<file path="src/rtl/hxor_pkg.sv">
package hxor_pkg;
  localparam int DEF_ELEM_W   = 64;
  localparam int DEF_NUM_ELEM = 4;
  localparam int DEF_LEVELS   = 2;
  localparam logic [DEF_ELEM_W-1:0] DEF_ZERO_CODE = 64'h0000_0000_0000_0200;

  typedef enum logic [1:0] {
    SEL_XOR   = 2'd0,
    SEL_ZERO  = 2'd1,
    SEL_ALIAS = 2'd2
  } remap_sel_e;
endpackage

</file>
<file path="src/rtl/hxor_base_fold.sv">
module hxor_base_fold #(
  parameter int ELEM_W = hxor_pkg::DEF_ELEM_W,
  parameter int LEVELS = hxor_pkg::DEF_LEVELS
) (
  input  logic [ELEM_W-1:0] base_i,
  output logic [ELEM_W-1:0] base_o
);
  localparam int TOP_W = ELEM_W >> LEVELS;

  // Each level folds the lower half of a shrinking top window onto its upper half.
  for (genvar l = 0; l < LEVELS; l++) begin : g_lvl
    localparam int WIN = ELEM_W >> l;
    localparam int LO  = ELEM_W - WIN;
    localparam int HW  = WIN / 2;
    assign base_o[LO+HW-1:LO] = base_i[LO+HW-1:LO] ^ base_i[LO+WIN-1:LO+HW];
  end

  assign base_o[ELEM_W-1:ELEM_W-TOP_W] = base_i[ELEM_W-1:ELEM_W-TOP_W];
endmodule

</file>
<file path="src/rtl/hxor_elem_remap.sv">
module hxor_elem_remap
  import hxor_pkg::*;
#(
  parameter int ELEM_W = DEF_ELEM_W,
  parameter logic [ELEM_W-1:0] ZERO_CODE = DEF_ZERO_CODE
) (
  input  logic [ELEM_W-1:0] base_i,
  input  logic [ELEM_W-1:0] elem_i,
  output logic [ELEM_W-1:0] code_o
);
  logic [ELEM_W-1:0] alias_val;
  remap_sel_e        sel;

  assign alias_val = base_i ^ ZERO_CODE;

  always_comb begin
    if (elem_i == '0)
      sel = SEL_ZERO;
    else if (elem_i == alias_val)
      sel = SEL_ALIAS;
    else
      sel = SEL_XOR;
  end

  always_comb begin
    unique case (sel)
      SEL_ZERO:  code_o = ZERO_CODE;
      SEL_ALIAS: code_o = base_i;
      default:   code_o = elem_i ^ base_i;
    endcase
  end
endmodule

</file>
<file path="src/rtl/hxor_encoder.sv">
module hxor_encoder
  import hxor_pkg::*;
#(
  parameter int ELEM_W   = DEF_ELEM_W,
  parameter int NUM_ELEM = DEF_NUM_ELEM,
  parameter int LEVELS   = DEF_LEVELS,
  parameter logic [ELEM_W-1:0] ZERO_CODE = DEF_ZERO_CODE
) (
  input  logic                          clk,
  input  logic                          rst_n,
  input  logic                          in_valid,
  input  logic [ELEM_W*NUM_ELEM-1:0]    in_data,
  output logic                          out_valid,
  output logic [ELEM_W*NUM_ELEM-1:0]    out_data
);
  localparam int BURST_W = ELEM_W * NUM_ELEM;
  localparam int BASE_LO = BURST_W - ELEM_W;

  if (ZERO_CODE == '0) begin : g_bad_code
    $error("hxor_encoder: ZERO_CODE must be non-zero");
  end

  logic [ELEM_W-1:0]  base_raw;
  logic [BURST_W-1:0] enc_d;
  logic               valid_d;
  logic [BURST_W-1:0] data_q;
  logic               valid_q;

  assign base_raw = in_data[BURST_W-1:BASE_LO];

  hxor_base_fold #(
    .ELEM_W (ELEM_W),
    .LEVELS (LEVELS)
  ) u_fold (
    .base_i (base_raw),
    .base_o (enc_d[BURST_W-1:BASE_LO])
  );

  for (genvar k = 1; k < NUM_ELEM; k++) begin : g_elem
    localparam int HI = BURST_W - k*ELEM_W - 1;
    hxor_elem_remap #(
      .ELEM_W    (ELEM_W),
      .ZERO_CODE (ZERO_CODE)
    ) u_remap (
      .base_i (base_raw),
      .elem_i (in_data[HI -: ELEM_W]),
      .code_o (enc_d[HI -: ELEM_W])
    );
  end

  // Next state
  assign valid_d = in_valid;

  // Registers
  always_ff @(posedge clk or negedge rst_n) begin
    if (!rst_n) begin
      valid_q <= 1'b0;
      data_q  <= '0;
    end else begin
      valid_q <= valid_d;
      if (in_valid) data_q <= enc_d;
    end
  end

  assign out_valid = valid_q;
  assign out_data  = data_q;
endmodule

</file>
<file path="config.mk">
export PLATFORM = sky130hd
export DESIGN_NAME = hxor_encoder
export DESIGN_NICKNAME = d
export VERILOG_FILES = /design/src/rtl/hxor_pkg.sv /design/src/rtl/hxor_base_fold.sv /design/src/rtl/hxor_elem_remap.sv /design/src/rtl/hxor_encoder.sv
export SDC_FILE = /design/constraint.sdc
export NUM_CORES = 1
export LEC_CHECK = 0
export BUFFER_PORTS_ARGS = -buffer_cell sky130_fd_sc_hd__buf_2
export CORE_ASPECT_RATIO = 0.6
export CORE_MARGIN = 1
export CORE_UTILIZATION = 53
export DETAILED_ROUTE_END_ITERATION = 10
export GPL_TIMING_DRIVEN = 1
export HOLD_SLACK_MARGIN = 0.03
export PLACE_DENSITY = 0.81
export SYNTH_ARGS = -nofsm -noshare
export SYNTH_HDL_FRONTEND = slang
export SYNTH_SLANG_ARGS = --single-unit
</file>
<file path="constraint.sdc">
create_clock -name clk -period 1.15 [get_ports clk]
set_input_delay 0.1725 -clock clk [delete_from_list [all_inputs] [get_ports clk]]
set_output_delay 0.1725 -clock clk [all_outputs]
set_load 0.01 [all_outputs]
</file>
==> results.sh, run 1 <==
export IMPL_grt_overflow=3601
export IMPL_syn_inst=2038
export IMPL_place_congestion=1.090
export IMPL_async_flop_share_pct=100.0
export IMPL_yosysWarnings=0
export IMPL_clock_path_buffers=3
export IMPL_worstEpCategory="sequential cell input"
export IMPL_root_buffer="clkbuf_16"
export IMPL_track_usage_pct=109.7
export IMPL_synth_seq_cells=257
export IMPL_grt_max_degree=62
export IMPL_fp_dieW_um=238.2
export IMPL_num_rows=51
export IMPL_syn_num_nets=2297
export IMPL_clkSinkCount=257
export IMPL_die_y_um=143.8
export IMPL_hpwl_um=73210
export IMPL_outcome="did not finish"
export IMPL_syn_cell_area_mm2=0.01775
export IMPL_worst_endpoint="out_data[0]$_DFFE_PN0P_/D"
export IMPL_synth_edf_count=0
export IMPL_cts_made_buffers=27
export IMPL_htree_num_levels=1
export IMPL_port_buffers=515
export IMPL_io_pins=516
export IMPL_seq_area_frac_synth_pct=36.24
export IMPL_initial_utilization_pct=54.32
export IMPL_haltStage="global routing (5_1_grt)"
export IMPL_placedCellCount=3363
export IMPL_firstError="[ERROR GRT-0232] Routing congestion too high. Check the congestion heatmap in the GUI."
export IMPL_syn_area_per_cell_um2=8.709
export IMPL_synth_cell_types=32
export IMPL_synth_ff_type="dfrtp_1"
through the flow:
step | utilization (%) | area [um^2] | TNS (ns) | worst slack [ns] | hold slack, ns
after CTS | 89.36 | 29200 | -133.19 | -0.7113 | 0.03213
after detailed placement | 75.61 | 24700 | -235.02 | -1.434 | 0.03313
after global placement | 75.61 | 24700 | -236.03 | -1.399 | 0.03247
after floorplan | - | 18050 | -101.47 | -0.5635 | -0.1231
what timing repair did:
action / in CTS
hold endpoints to repair: 263
pin swaps: 95
buffers inserted: 58
resized for setup: 332
cloned: 40
setup endpoints to repair: 449
hold buffers: 6
synthesized netlist by cell type, drive strengths merged (2+ instances only):
cell / number / area share, %
o311a: 63 / 3.6
a21oi: 156 / 4.4
o21ai: 36 / 1.0
buf: 88 / 3.2
clkbuf: 110 / 2.3
nand4: 61 / 2.2
nand2b: 172 / 6.1
xnor2: 237 / 12
a41oi: 18 / 1.4
xor2: 3 / 0.15
dfrtp: 257 / 36
nand3b: 81 / 3.4
nand3: 4 / 0.11
a31oi: 111 / 3.9
nand2: 65 / 1.4
o31ai: 189 / 8.1
or4: 2 / 0.13
nor4: 61 / 2.2
nor2: 159 / 3.4
nor2b: 108 / 3.8
o31a: 2 / 0.099
inv: 52 / 1.1
logic make-up after synthesis:
kind of cell	synth area share [%]
simple gates	22.71
compound gates	22.54
flops	36.24
buf+inv	6.669
xor+xnor	11.84
routing by layer:
metal	GRT overflow	track usage [%]
met5	38	88.74
met4	774	124.2
met3	165	90.72
met2	2487	137.8
met1	137	95.89
==> run 2: changes to the inputs <==
CORE_ASPECT_RATIO = not set   (was 0.6)
CORE_UTILIZATION = 40   (was 53)
HOLD_SLACK_MARGIN = not set   (was 0.03)
PLACE_DENSITY = not set   (was 0.81)
PLACE_DENSITY_LB_ADDON = 0.15   (was not set)
==> run 2 against run 1 <==
Compared with the run above:
- synthesized area unchanged
- synthesized cell count is the same
- the flow now finishes, with violations (setup timing)
==> results.sh, run 2 <==
export IMPL_htree_num_levels=2
export IMPL_use_met1_pct=55.64
export IMPL_tightest_slew_ns=0.5816
export IMPL_die_y_um=212.6
export IMPL_clkSinkCount=257
export IMPL_grt_max_degree=44
export IMPL_first_pass_iters=6
export IMPL_switching_share_pct=34.25
export IMPL_layout_commonest_cell="buf_4"
export IMPL_syn_area_per_cell_um2=8.709
export IMPL_synth_top_area_share_pct=36.24
export IMPL_vias=22880
export IMPL_async_flop_share_pct=100.0
export IMPL_cts_tree="built"
export IMPL_crit_end="out_data[11]"
export IMPL_synth_most_common_cell="dfrtp_1"
export IMPL_seq_area_frac_synth_pct=36.24
export IMPL_cts_made_buffers=34
export IMPL_period_needed_ns=2.018
export IMPL_place_area_mm2=0.02497
export IMPL_placement_setup_worst_slack_ns=-1.791
export IMPL_maxCapViolations=0
export IMPL_synth_ff_type="dfrtp_1"
export IMPL_rsz0062_at_grt="true"
export IMPL_synth_top_area_cell="dfrtp_1"
export IMPL_final_cell_mix="buf_4, buf_2, dfrtp_1"
export IMPL_crit_reg2reg_launch="out_data[78]"
export IMPL_port_buffers=515
export IMPL_outcome="complete, but fails checks"
export IMPL_yosysWarnings=0
export IMPL_p_switching_mw=11.36
export IMPL_ys_top_cells_by_count="dfrtp_1, xnor2_1, o31ai_1"
export IMPL_seq_power_share_pct=32.9
export IMPL_fin_util_pct=71.65
export IMPL_slew_viol_final=0
export IMPL_violations="setup timing"
export IMPL_hold_viol=0
export IMPL_syn_num_nets=2297
export IMPL_r2r_cells=4
export IMPL_syn_cell_area_mm2=0.01775
export IMPL_placedCellCount=3509
export IMPL_syn_to_final_growth_pct=75.44
export IMPL_worstPathRequired_ns=1.58
export IMPL_ant_nets=0
export IMPL_grt_pass1_wl_um=139100
export IMPL_synth_edf_count=0
export IMPL_r2r_setup_slack_ns=0.07
export IMPL_use_met3_pct=10.32
export IMPL_p_int_mw=21.82
export IMPL_grt_overflow=0
export IMPL_worst_ep_arrival_time_ns=2.45
export IMPL_wire_per_inst_um=29.97
export IMPL_syn_inst=2038
export IMPL_ys_top_cells_by_area="dfrtp_1, xnor2_1, o31ai_1, nand2b_1, a21oi_1"
export IMPL_startpoint_type="input pin"
export IMPL_finalSetupTns_ns=-163.84
export IMPL_p_leak_nw=13.02
export IMPL_ir_drop_uv=786.2
export IMPL_antenna_found_initial=12
export IMPL_critical_path_max_fanout=7
export IMPL_fmax_mhz=495.5
export IMPL_clkTransAtPathRegs_ns=0.06
export IMPL_initial_utilization_pct=40.84
export IMPL_drtIter0Drc=3058
export IMPL_slew_headroom_pct=60.87
export IMPL_dieArea_mm2=0.04522
export IMPL_power_frac_comb_pct=32.5
export IMPL_finClkSkew_ns=0
export IMPL_grt_use_met2_pct=66.06
export IMPL_synth_cell_types=32
export IMPL_hold_path_class="in -> reg"
export IMPL_cellPowerDensity_mw_per_mm2=1066
export IMPL_r2r_end="out_data[78]"
export IMPL_critPathLaunch="in_data[27]"
export IMPL_clock_latency_ns=0.57
export IMPL_fin_area_mm2=0.03114
export IMPL_grt_busiest_layer="met2"
export IMPL_critPathKind="in -> reg"
export IMPL_end_kind="flip-flop"
export IMPL_hpwl_um=75700
export IMPL_final_cell_count_no_fill=3652
export IMPL_power_frac_clock_pct=34.6
export IMPL_io_pins=516
export IMPL_finalSetupViolCount=449
export IMPL_core_mm2=0.04346
export IMPL_drive_above_1_share_pct=49.87
export IMPL_post_route_period_util_pct=175.5
export IMPL_track_usage_pct=42.98
export IMPL_clock_path_buffers=3
export IMPL_viasPerCell=6.264
export IMPL_remaining_drc_errors=0
export IMPL_layout_nets=3297
export IMPL_fp_dieW_um=212.6
export IMPL_root_buffer="clkbuf_16"
export IMPL_grt_pass1_vias=20290
export IMPL_routed_wl_um=109400
export IMPL_synth_seq_cells=257
export IMPL_num_rows=76
export IMPL_setup_slack_ns=-0.8683
export IMPL_place_congestion=0.9901
export IMPL_largest_reg_flops=256
==> run 2: cell counts after synthesis <==
No cell type changed its count.
==> run 2: worst min-delay path by stage <==
stage / from / endpoint / slack [ns] / cells after the start
after detailed placement: rst_n / out_data[228] / 0.10 / 1
after global placement: rst_n / out_data[228] / 0.10 / 1
final: in_data[198] / out_data[6] / 0.03 / 4
after floorplan: rst_n / out_data[0] / -0.12 / 0
after global routing: in_data[193] / out_data[65] / 0.03 / 3
after CTS: in_data[193] / out_data[65] / 0.005 / 3
==> run 2: routing by layer <==
layer | routed length (um) | share of wire, % | up-vias
met4 | 8816 | 8.1 | 14
met2 | 47130 | 43 | 1917
met3 | 13670 | 12 | 541
met1 | 39750 | 36 | 11010
li1 | - | - | 9394
met5 | 87 | 0.079 | -
==> run 2: cell type report <==
| type | instances | area, um^2 |
|---|---|---|
| antenna | 5 | 12.51 |
| clock buffer | 50 | 1025 |
| clock inverter | 10 | 131.4 |
| fill | 3249 | 12320 |
| inverter | 52 | 195.2 |
| multi-input combinational | 1531 | 13350 |
| sequential | 257 | 6431 |
| tap | 585 | 732.0 |
| timing repair buffer | 1162 | 9260 |
==> run 2: power by group through the flow <==
| stage | registers [mW] | logic [mW] | clock network (mW) |
|---|---|---|---|
| 2_1_floorplan | 11.2 | 3.45 | 0 |
| 3_3_place_gp | 11.0 | 8.80 | 0 |
| 3_5_place_dp | 11.0 | 8.94 | 0 |
| 4_1_cts | 10.8 | 9.21 | 11.4 |
| 5_1_grt | 10.9 | 11.3 | 11.8 |
| 6_report | 10.9 | 10.8 | 11.5 |
==> run 2: critical path, cell delays in order <==
cell,delay [ns]
buf_8,0.10
nor4_4,0.35
buf_4,0.17
nand4_1,0.32
or4_4,0.75
nand3_4,0.14
buf_12,0.17
clkbuf_16,0.19
o31ai_1,0.07
==> run 2: per-stage QoR <==
step                      hold slack [ns]  power [mW]
final                             0.02959       33.18
after global routing              0.02785       33.99
after CTS                        0.004630       31.44
after global placement             0.1001       19.77
after floorplan                   -0.1231       14.62
after detailed placement           0.1010       19.91
==> run 2: kinds of logic after synthesis <==
logic type | count (synthesis) | share of synthesized area (%)
and+or+nand+nor | 715 | 22.71
xor gates and xnor gates | 240 | 11.84
buffers and inverters | 250 | 6.669
DFF | 257 | 36.24
AOI/OAI and AO/OA | 576 | 22.54
==> run 2: timing repair <==
item / in CTS / in global routing
pin swaps: 38 / 83
hold endpoints to repair: 259 / 0
setup buffers: 8 / 26
cloned: 11 / 36
gates resized for setup: 132 / 484
endpoints found under the setup margin: 449 / 449
hold buffers: 3 / 0
(Power assumes the default switching activity.)
